## config.mk

```make
export PLATFORM = sky130hd
export DESIGN_NAME = col_token_rdo
export DESIGN_NICKNAME = d
export VERILOG_FILES = /design/src/rtl/col_rdo_pkg.sv /design/src/rtl/col_prio_find.sv /design/src/rtl/col_token_seq.sv /design/src/rtl/col_out_fifo.sv /design/src/rtl/col_token_rdo.sv
export SDC_FILE = /design/constraint.sdc
export NUM_CORES = 1
export LEC_CHECK = 0
export BUFFER_PORTS_ARGS = -buffer_cell sky130_fd_sc_hd__buf_2
export CAP_MARGIN = 25
export CORE_MARGIN = 3
export CORE_UTILIZATION = 35
export CTS_BUF_LIST = sky130_fd_sc_hd__clkbuf_8
export DETAILED_ROUTE_END_ITERATION = 16
export PLACE_DENSITY_LB_ADDON = 0.2
export SLEW_MARGIN = 20
export SYNTH_ARGS = -nofsm -noshare
export SYNTH_HDL_FRONTEND = slang
export SYNTH_SLANG_ARGS = --single-unit
```

## constraint.sdc

```tcl
create_clock -name clk_i -period 4.4 [get_ports clk_i]
set_clock_uncertainty 0.1 [all_clocks]
set_input_delay 0.22 -clock clk_i [delete_from_list [all_inputs] [get_ports clk_i]]
set_output_delay 0.22 -clock clk_i [all_outputs]
set_load 0.02 [all_outputs]
```

## src/rtl/col_rdo_pkg.sv

```systemverilog
package col_rdo_pkg;
  localparam int NPIX       = 45;
  localparam int COARSE_W   = 10;
  localparam int FINE_W     = 8;
  localparam int FIFO_DEPTH = 8;
  localparam int ADDR_W     = $clog2(NPIX);
  localparam int WORD_W     = ADDR_W + COARSE_W + FINE_W;
endpackage

```

## src/rtl/col_prio_find.sv

```systemverilog
module col_prio_find #(
  parameter int N  = 45,
  parameter int AW = $clog2(N)
) (
  input  logic [N-1:0]  req_i,
  input  logic [AW-1:0] start_i,
  output logic          hit_o,
  output logic [AW-1:0] idx_o
);
  // lowest set bit at or above start_i
  always_comb begin
    hit_o = 1'b0;
    idx_o = '0;
    for (int i = N - 1; i >= 0; i--) begin
      if (req_i[i] && (i >= int'(start_i))) begin
        hit_o = 1'b1;
        idx_o = AW'(i);
      end
    end
  end
endmodule

```

## src/rtl/col_token_seq.sv

```systemverilog
module col_token_seq #(
  parameter int N  = 45,
  parameter int AW = $clog2(N)
) (
  input  logic          clk_i,
  input  logic          rst_ni,
  input  logic [N-1:0]  nempty_i,
  input  logic          space_i,
  output logic [N-1:0]  tok_o,
  output logic [N-1:0]  rd_o,
  output logic          wr_o,
  output logic [AW-1:0] idx_o,
  output logic [AW-1:0] ptr_o
);
  localparam logic [AW-1:0] LAST = AW'(N - 1);

  logic [AW-1:0] ptr_q, ptr_d;
  logic          hit;
  logic [AW-1:0] idx;

  col_prio_find #(.N(N), .AW(AW)) u_find (
    .req_i  (nempty_i),
    .start_i(ptr_q),
    .hit_o  (hit),
    .idx_o  (idx)
  );

  for (genvar g = 0; g < N; g++) begin : g_tok
    assign tok_o[g] = hit && (idx == AW'(g));
    assign rd_o[g]  = tok_o[g] && space_i;
  end

  assign wr_o  = hit && space_i;
  assign idx_o = idx;
  assign ptr_o = ptr_q;

  always_comb begin
    if (hit && space_i)  ptr_d = (idx == LAST) ? '0 : idx + 1'b1;
    else if (hit)        ptr_d = idx;  // park on the holder
    else                 ptr_d = '0;   // pass exhausted
  end

  always_ff @(posedge clk_i or negedge rst_ni) begin
    if (!rst_ni) ptr_q <= '0;
    else         ptr_q <= ptr_d;
  end
endmodule

```

## src/rtl/col_out_fifo.sv

```systemverilog
module col_out_fifo #(
  parameter int W     = 24,
  parameter int DEPTH = 8,
  parameter int CNTW  = $clog2(DEPTH + 1)
) (
  input  logic            clk_i,
  input  logic            rst_ni,
  input  logic            wr_i,
  input  logic [W-1:0]    wdata_i,
  output logic            full_o,
  output logic            valid_o,
  input  logic            ready_i,
  output logic [W-1:0]    rdata_o,
  output logic [CNTW-1:0] cnt_o
);
  localparam int PW = (DEPTH > 1) ? $clog2(DEPTH) : 1;
  localparam logic [PW-1:0] PLAST = PW'(DEPTH - 1);

  logic [W-1:0]    mem [DEPTH];
  logic [PW-1:0]   wp_q, rp_q;
  logic [CNTW-1:0] cnt_q;
  logic            do_wr, do_rd;

  assign full_o  = (cnt_q == CNTW'(DEPTH));
  assign valid_o = (cnt_q != '0);
  assign do_wr   = wr_i && !full_o;
  assign do_rd   = valid_o && ready_i;
  assign rdata_o = mem[rp_q];
  assign cnt_o   = cnt_q;

  always_ff @(posedge clk_i) begin
    if (do_wr) mem[wp_q] <= wdata_i;
  end

  always_ff @(posedge clk_i or negedge rst_ni) begin
    if (!rst_ni) begin
      wp_q  <= '0;
      rp_q  <= '0;
      cnt_q <= '0;
    end else begin
      if (do_wr) wp_q <= (wp_q == PLAST) ? '0 : wp_q + 1'b1;
      if (do_rd) rp_q <= (rp_q == PLAST) ? '0 : rp_q + 1'b1;
      case ({do_wr, do_rd})
        2'b10:   cnt_q <= cnt_q + 1'b1;
        2'b01:   cnt_q <= cnt_q - 1'b1;
        default: cnt_q <= cnt_q;
      endcase
    end
  end
endmodule

```

## src/rtl/col_token_rdo.sv

```systemverilog
module col_token_rdo
  import col_rdo_pkg::*;
#(
  parameter int NPIX_P   = NPIX,
  parameter int COARSE_P = COARSE_W,
  parameter int FINE_P   = FINE_W,
  parameter int DEPTH_P  = FIFO_DEPTH,
  parameter int AW_P     = $clog2(NPIX_P),
  parameter int WW_P     = AW_P + COARSE_P + FINE_P
) (
  input  logic                clk_i,
  input  logic                rst_ni,
  input  logic [NPIX_P-1:0]   pix_nempty_i,
  output logic [NPIX_P-1:0]   pix_tok_o,
  output logic [NPIX_P-1:0]   pix_rd_o,
  input  logic [COARSE_P-1:0] bus_coarse_i,
  input  logic [FINE_P-1:0]   bus_fine_i,
  output logic                out_valid_o,
  input  logic                out_ready_i,
  output logic [WW_P-1:0]     out_data_o
);
  localparam int CNTW = $clog2(DEPTH_P + 1);

  logic            fifo_full, cap_wr;
  logic [AW_P-1:0] tok_idx, pass_ptr;
  logic [CNTW-1:0] fifo_cnt;
  logic [WW_P-1:0] cap_word;

  col_token_seq #(.N(NPIX_P), .AW(AW_P)) u_seq (
    .clk_i   (clk_i),
    .rst_ni  (rst_ni),
    .nempty_i(pix_nempty_i),
    .space_i (!fifo_full),
    .tok_o   (pix_tok_o),
    .rd_o    (pix_rd_o),
    .wr_o    (cap_wr),
    .idx_o   (tok_idx),
    .ptr_o   (pass_ptr)
  );

  assign cap_word = {tok_idx, bus_coarse_i, bus_fine_i};

  col_out_fifo #(.W(WW_P), .DEPTH(DEPTH_P), .CNTW(CNTW)) u_fifo (
    .clk_i  (clk_i),
    .rst_ni (rst_ni),
    .wr_i   (cap_wr),
    .wdata_i(cap_word),
    .full_o (fifo_full),
    .valid_o(out_valid_o),
    .ready_i(out_ready_i),
    .rdata_o(out_data_o),
    .cnt_o  (fifo_cnt)
  );
endmodule

```

# ---- Word-level counts from Yosys, hierarchy flattened
# Memory sizes are Yosys's and may differ from the RTL's.
# Index checks and enable logic that the tools add are counted.
dict set report op_classes {
  n_eq_ne 49
  n_addsub 5
  magnitude_cmp 45
  n_reduce_logical 142
  n_mux 98
}
# cell n
set op_table {}
lappend op_table {{2-to-1 mux 6 bit} 48}
lappend op_table {{logical AND 1 bit} 138}
lappend op_table {{equality test 6 x 5 -> 1 bit, second input constant} 16}
lappend op_table {{>= comparator 5 x 6 -> 1 bit, first input constant} 16}
lappend op_table {{equality test 6 bit, second input constant} 13}
lappend op_table {{>= comparator 6 bit, first input constant} 13}
lappend op_table {{equality test 6 x 4 -> 1 bit, second input constant} 8}
lappend op_table {{>= comparator 4 x 6 -> 1 bit, first input constant} 8}
lappend op_table {{2-to-1 mux 1 bit} 47}
lappend op_table {{equality test 6 x 3 -> 1 bit, second input constant} 4}
lappend op_table {{>= comparator 3 x 6 -> 1 bit, first input constant} 4}
lappend op_table {{equality test 6 x 2 -> 1 bit, second input constant} 2}
lappend op_table {{>= comparator 1 x 6 -> 1 bit, first input constant} 2}
lappend op_table {{>= comparator 2 x 6 -> 1 bit, first input constant} 2}
lappend op_table {{case mux 4 bit (2 select lines)} 1}
lappend op_table {{adder 3 x 1 -> 3 bit, second input constant} 2}
lappend op_table {{adder 6 x 1 -> 6 bit, second input constant} 1}
lappend op_table {{equality test 3 bit, second input constant} 2}
lappend op_table {{equality test 6 x 1 -> 1 bit, second input constant} 1}
lappend op_table {{zero test 6 bit} 1}
lappend op_table {{2-to-1 mux 3 bit} 2}
lappend op_table {{adder 4 x 1 -> 4 bit, second input constant} 1}
lappend op_table {{equality test 4 bit, second input constant} 1}
lappend op_table {{nonzero test 4 bit} 1}
lappend op_table {{5 further kinds} 5}
dict set report word_totals {
  output_inout_bits 115
  memories 1
  ff_bits 16
  input_bits 66
  ram_bits 192
}
# name words width rd rd_clocked_by_memory_dff write_ports line_no
set mem_list {}
lappend mem_list {u_fifo.mem 8 24 1 0 1 col_out_fifo.sv:19} ;# logic [W-1:0] mem [DEPTH];

# ---- Logic depth before layout (Yosys ltp)
dict set report logic_depth {
  depth_word 51
  depth_mapped 17
}

# ---- Cells and area by module
# Synthesis repeated with hierarchy kept, for this count alone.
dict set report hier_totals {
  hier_cells 774
  area_unflattened_um2 10681.5
}
# module area_each_um2 seq_area_each_um2 cells_each n_inst
set modules_own_cells {}
lappend modules_own_cells {col_out_fifo 8075.2 6015.8 345 1}
lappend modules_own_cells {col_prio_find 1625.3 0.0 254 1}
lappend modules_own_cells {col_token_seq 977.2 150.1 174 1}
lappend modules_own_cells {col_token_rdo 3.8 0.0 1 1}

# ---- Worst setup path before layout
# OpenSTA, ideal clock, no wires.
dict set report synth_path {
  kind {reg-to-reg}
  startpoint {reg u_seq.ptr_q[5] (netlist: u_seq.ptr_o[5])}
  endpoint {mem u_fifo.mem[2][0], enable pin}
  setup_slack_ns 0.011
  path_stages_with_launch 11
  path_buffers 2
  t_required_ns 3.860
  arrival_ns 3.849
  path_cell_list {dfrtp_1 > buf_4 > or2_1 > buf_2 > or3_4 > o22ai_2 > or2_1 > nor3_2 > a21oi_4 > nand2b_1 > nor3b_1}
}
dict set report synth_via {
  elab_chain_len 51
  elab_cells_between_ends 139
  classes_between {45 x order compare; 47 x mux; 47 x reduce/logical}
}
# element line_no
set synth_rtl {}
lappend synth_rtl {{from (decl)} col_token_seq.sv:17} ;# logic [AW-1:0] ptr_q, ptr_d;
lappend synth_rtl {{from (signal assigned)} col_token_seq.sv:45} ;# else ptr_q <= ptr_d;
lappend synth_rtl {{>= comparator 6 bit} col_prio_find.sv:15} ;# if (req_i[i] && (i >= int'(start_i))) begin
lappend synth_rtl {{logical AND 1 bit} col_prio_find.sv:15}
lappend synth_rtl {{2-to-1 mux 1 bit (44 in a row)} col_prio_find.sv:15}
lappend synth_rtl {{2-to-1 mux 1 bit *} col_prio_find.sv:15}
lappend synth_rtl {{logical AND 1 bit *} col_token_seq.sv:33} ;# assign wr_o = hit && space_i;
lappend synth_rtl {{logical AND 1 bit *} col_out_fifo.sv:26} ;# assign do_wr = wr_i && !full_o;
lappend synth_rtl {{2-to-1 mux 1 bit *} col_out_fifo.sv:32} ;# if (do_wr) mem[wp_q] <= wdata_i;
lappend synth_rtl {{2-to-1 mux 1 bit (implied by the code) *} col_out_fifo.sv:32}
lappend synth_rtl {{to (decl)} col_out_fifo.sv:19}
# Mark *: on every way between the ends. The rest lies on a longest branch, timed or not.

# ---- Worst setup path in the final report
dict set report layout_path {
  startpoint {reg u_seq.ptr_q[1] (netlist: u_seq.ptr_o[1])}
  endpoint {out pix_rd_o[44]}
}
dict set report layout_via {
  elab_chain_len 50
  elab_cells_between_ends 183
  classes_between {45 x order compare; 1 x eq/ne; 90 x mux; 47 x reduce/logical}
}
# element line_no
set layout_rtl {}
lappend layout_rtl {{>= comparator 6 bit} col_prio_find.sv:15}
lappend layout_rtl {{logical AND 1 bit} col_prio_find.sv:15}
lappend layout_rtl {{2-to-1 mux 6 bit (45 in a row)} col_prio_find.sv:15}
lappend layout_rtl {{equality test 6 bit} col_token_seq.sv:29} ;# assign tok_o[g] = hit && (idx == AW'(g));
lappend layout_rtl {{logical AND 1 bit *} col_token_seq.sv:29}
lappend layout_rtl {{logical AND 1 bit *} col_token_seq.sv:30} ;# assign rd_o[g] = tok_o[g] && space_i;
lappend layout_rtl {{to (decl)} col_token_rdo.sv:15} ;# output logic [NPIX_P-1:0] pix_rd_o,
# Marked as above.

==> metrics <==
Die ar.=31500 µm²; Clock Pin Slew Worst Setup and Hold Paths=70 ps; Unique masters post-synth=87; pwr dens=752 nW/µm²; cell leakage power=4.90 nW; fmax=236 MHz; Die X=177 µm; commonest non-fill, non-tap cell in the layout=edfxtp_1; EDFF count, synth=192; FF-to-FF End=u_fifo.cnt_o[3]; ys flop type=edfxtp_1; Slew @ Worst Pin=938 ps; die height=177 µm; Cells after Synth=743; CP arrival=3920 ps; DRT antenna net count=0; placed insts=1313; max-slew violations=0; Core ar.=28900 µm²; Worst-Skew Late Latency=510 ps; FF-to-FF path depth=17; share of layout cells above drive strength 1=41.2%; Layout Nets=1073; Port-buffer cells=180; Root Buffer=clkbuf_8; CP startpoint kind=flip-flop; Vias per Instance=5.19; vias in the first global route=7325; dpl ws=239 ps; asr flop ratio synth=7.69%; commonest non-fill, non-tap cells in the layout=edfxtp_1, buf_2, nor2_1; # diodes=0; Fin. Hold Viols=0; Final TNS setup=0 ps; Yosys reg bits=208; Net Count, Synth=821; first-pass GRT wire length=41200 µm; Cell Count, Final, Fillers Out=1401; Critical Path Sink Type=output pin; DRC viols=0; H-tree levels=2; CP Max Fanout=21; design area=12800 µm²; via count=7274; io pins=181; Pwr Total=9.60 mW; Critical R2R Launch=u_seq.ptr_o[3]; Inserted Clock Buffers=34; max cap viols=0; min cycle time layout=4240 ps; WL/cell=19.3 µm; routed wire length=27000 µm; Min-Delay Startpoint=out_ready_i; Max VDD drop=0.473 mV; dpl cell area=11800 µm²; Final HPWL DP=18300 µm; largest net degree at the start of global routing=38; R2R Setup Slk=560 ps; YS warnings=0; Starting Density=35.6%; clock buffer depth=3; setup violators final=0; final worst-path cycle share=96.5%; Tot GR Track Use=16.8%; syn_area_per_cell=13.8 µm²; drt first pass iters=4; GRT Residual Overflow=0; global placer's final weighted congestion=0.873; Worst Hold Depth=3; worst path required time=4080 ps; WS Path Type=reg2out; Initial DRC Count=472; std cell rows=62; Worst Setup Slack, final=155 ps; CTS tree=built; Worst Hold Class=in2reg; initial antenna violation count=0; Num Clock Sinks=208; headroom to the max-slew limit=37.2%; Synth-to-Final Area Change=24.3%; status=complete, no violations; Seq/Total Area, Yosys=60.0%; Worst Hold End=u_fifo.rp_q[0]; Post-Syn Area=10300 µm²
-- metrics by stage --
step	hold WS, ps	utilization, %
after CTS	26.1	43.7
after floorplan	-176	-
after global placement	73.3	40.9
after detailed placement	73.4	40.9
after global routing	44.4	44.3
final	52.9	44.3
-- area by class of cell --
type / count / area [µm²]
Clock buffer: 35 / 482
Clock inverter: 23 / 128
Fill cell: 2677 / 16100
Inverter: 22 / 85.1
Multi-Input combinational cell: 474 / 3900
Sequential cell: 208 / 6190
Tap cell: 384 / 480
Timing Repair Buffer: 255 / 1510
-- per-layer routing --
| layer | share of wire, % | wire [µm] | GRT usage (%) | vias up |
|---|---|---|---|---|
| met3 | 5.0 | 1350 | 2.61 | 39 |
| met1 | 43 | 11600 | 22.5 | 3601 |
| met2 | 50 | 13400 | 28.7 | 261 |
| met5 | 0 | 0 | 0 | - |
| met4 | 2.2 | 607 | 4.58 | 0 |
| li1 | - | - | - | 3373 |
-- state kept, by name, summed over array words and instances, names as in the netlist --
name          cells
u_seq.ptr_o       6
u_fifo.cnt_o      4
u_fifo.mem      192
u_fifo.wp_q       3
u_fifo.rp_q       3
-- how the worst max path moves through the flow --
stage,slack [ps],end,from
after floorplan,10,u_fifo.mem[2][0],u_seq.ptr_o[5]
after global placement,270,pix_tok_o[27],u_seq.ptr_o[4]
after detailed placement,240,pix_tok_o[27],u_seq.ptr_o[1]
after CTS,3,pix_rd_o[44],u_seq.ptr_o[1]
after global routing,-30,pix_rd_o[31],u_seq.ptr_o[1]
final,160,pix_rd_o[44],u_seq.ptr_o[1]
-- cell families after synthesis --
family,synth area share (%)
adder cells (fa/ha/maj),1.63
buffers and inverters,3.10
flip-flops,60.0
XOR/XNOR,0.341
AND/OR/NAND/NOR,11.7
AO/OA/AOI/OAI,9.78
multiplexers,13.5
-- synth_stat cells (all sizes together), types with 4 or more instances --
master  number  area [µm²]
nor3        15         108
clkbuf      17        63.8
o211ai       6        50.1
mux2        26         293
a31oi        8        50.1
buf         22         173
mux4        48        1080
ha          11         138
a211oi       4        35.0
nor2       112         425
nor2b       11        68.8
nand2b       5        31.3
dfrtp       16         400
o21a         4        30.0
nand3        8        50.1
o21ai       22         110
nor3b        6        45.0
nand4        5        31.3
a21o         5        37.5
edfxtp     192        5770
a31o         4        35.0
o221ai       4        35.0
inv         22        82.6
or2         10        62.6
a21oi       26         149
nor4         4        55.1
nand2       59         221
o22ai        4        31.3
a21boi       5        41.3
-- report_power, final --
part	switching, mW	total, mW	internal [mW]
sequential	0.466	3.41	2.94
combinational	2.76	4.68	1.92
clock	0.719	1.52	0.799
total	3.94	9.60	5.66
-- critical path, cell delays in order (launching register included) --
cell      delay, ps
dfrtp_4         610
a21oi_2         280
o311a_4         230
nor2_1           40
a221o_1         280
a2111o_1        410
a31oi_2         230
buf_4           170
ha_2            230
inv_1           100
nor4_4          320
nand2_1         150
a21oi_1         190
buf_4           180
-- timing repair --
action / in CTS / in global routing
endpoints found under the hold margin: 160 / 0
pin swaps: 0 / 4
hold buffers: 19 / 0
gates resized for setup: 10 / 17
setup buffers: 0 / 11
endpoints found under the setup margin: 78 / 66
Note: power is estimated with default switching activity, not from simulation.
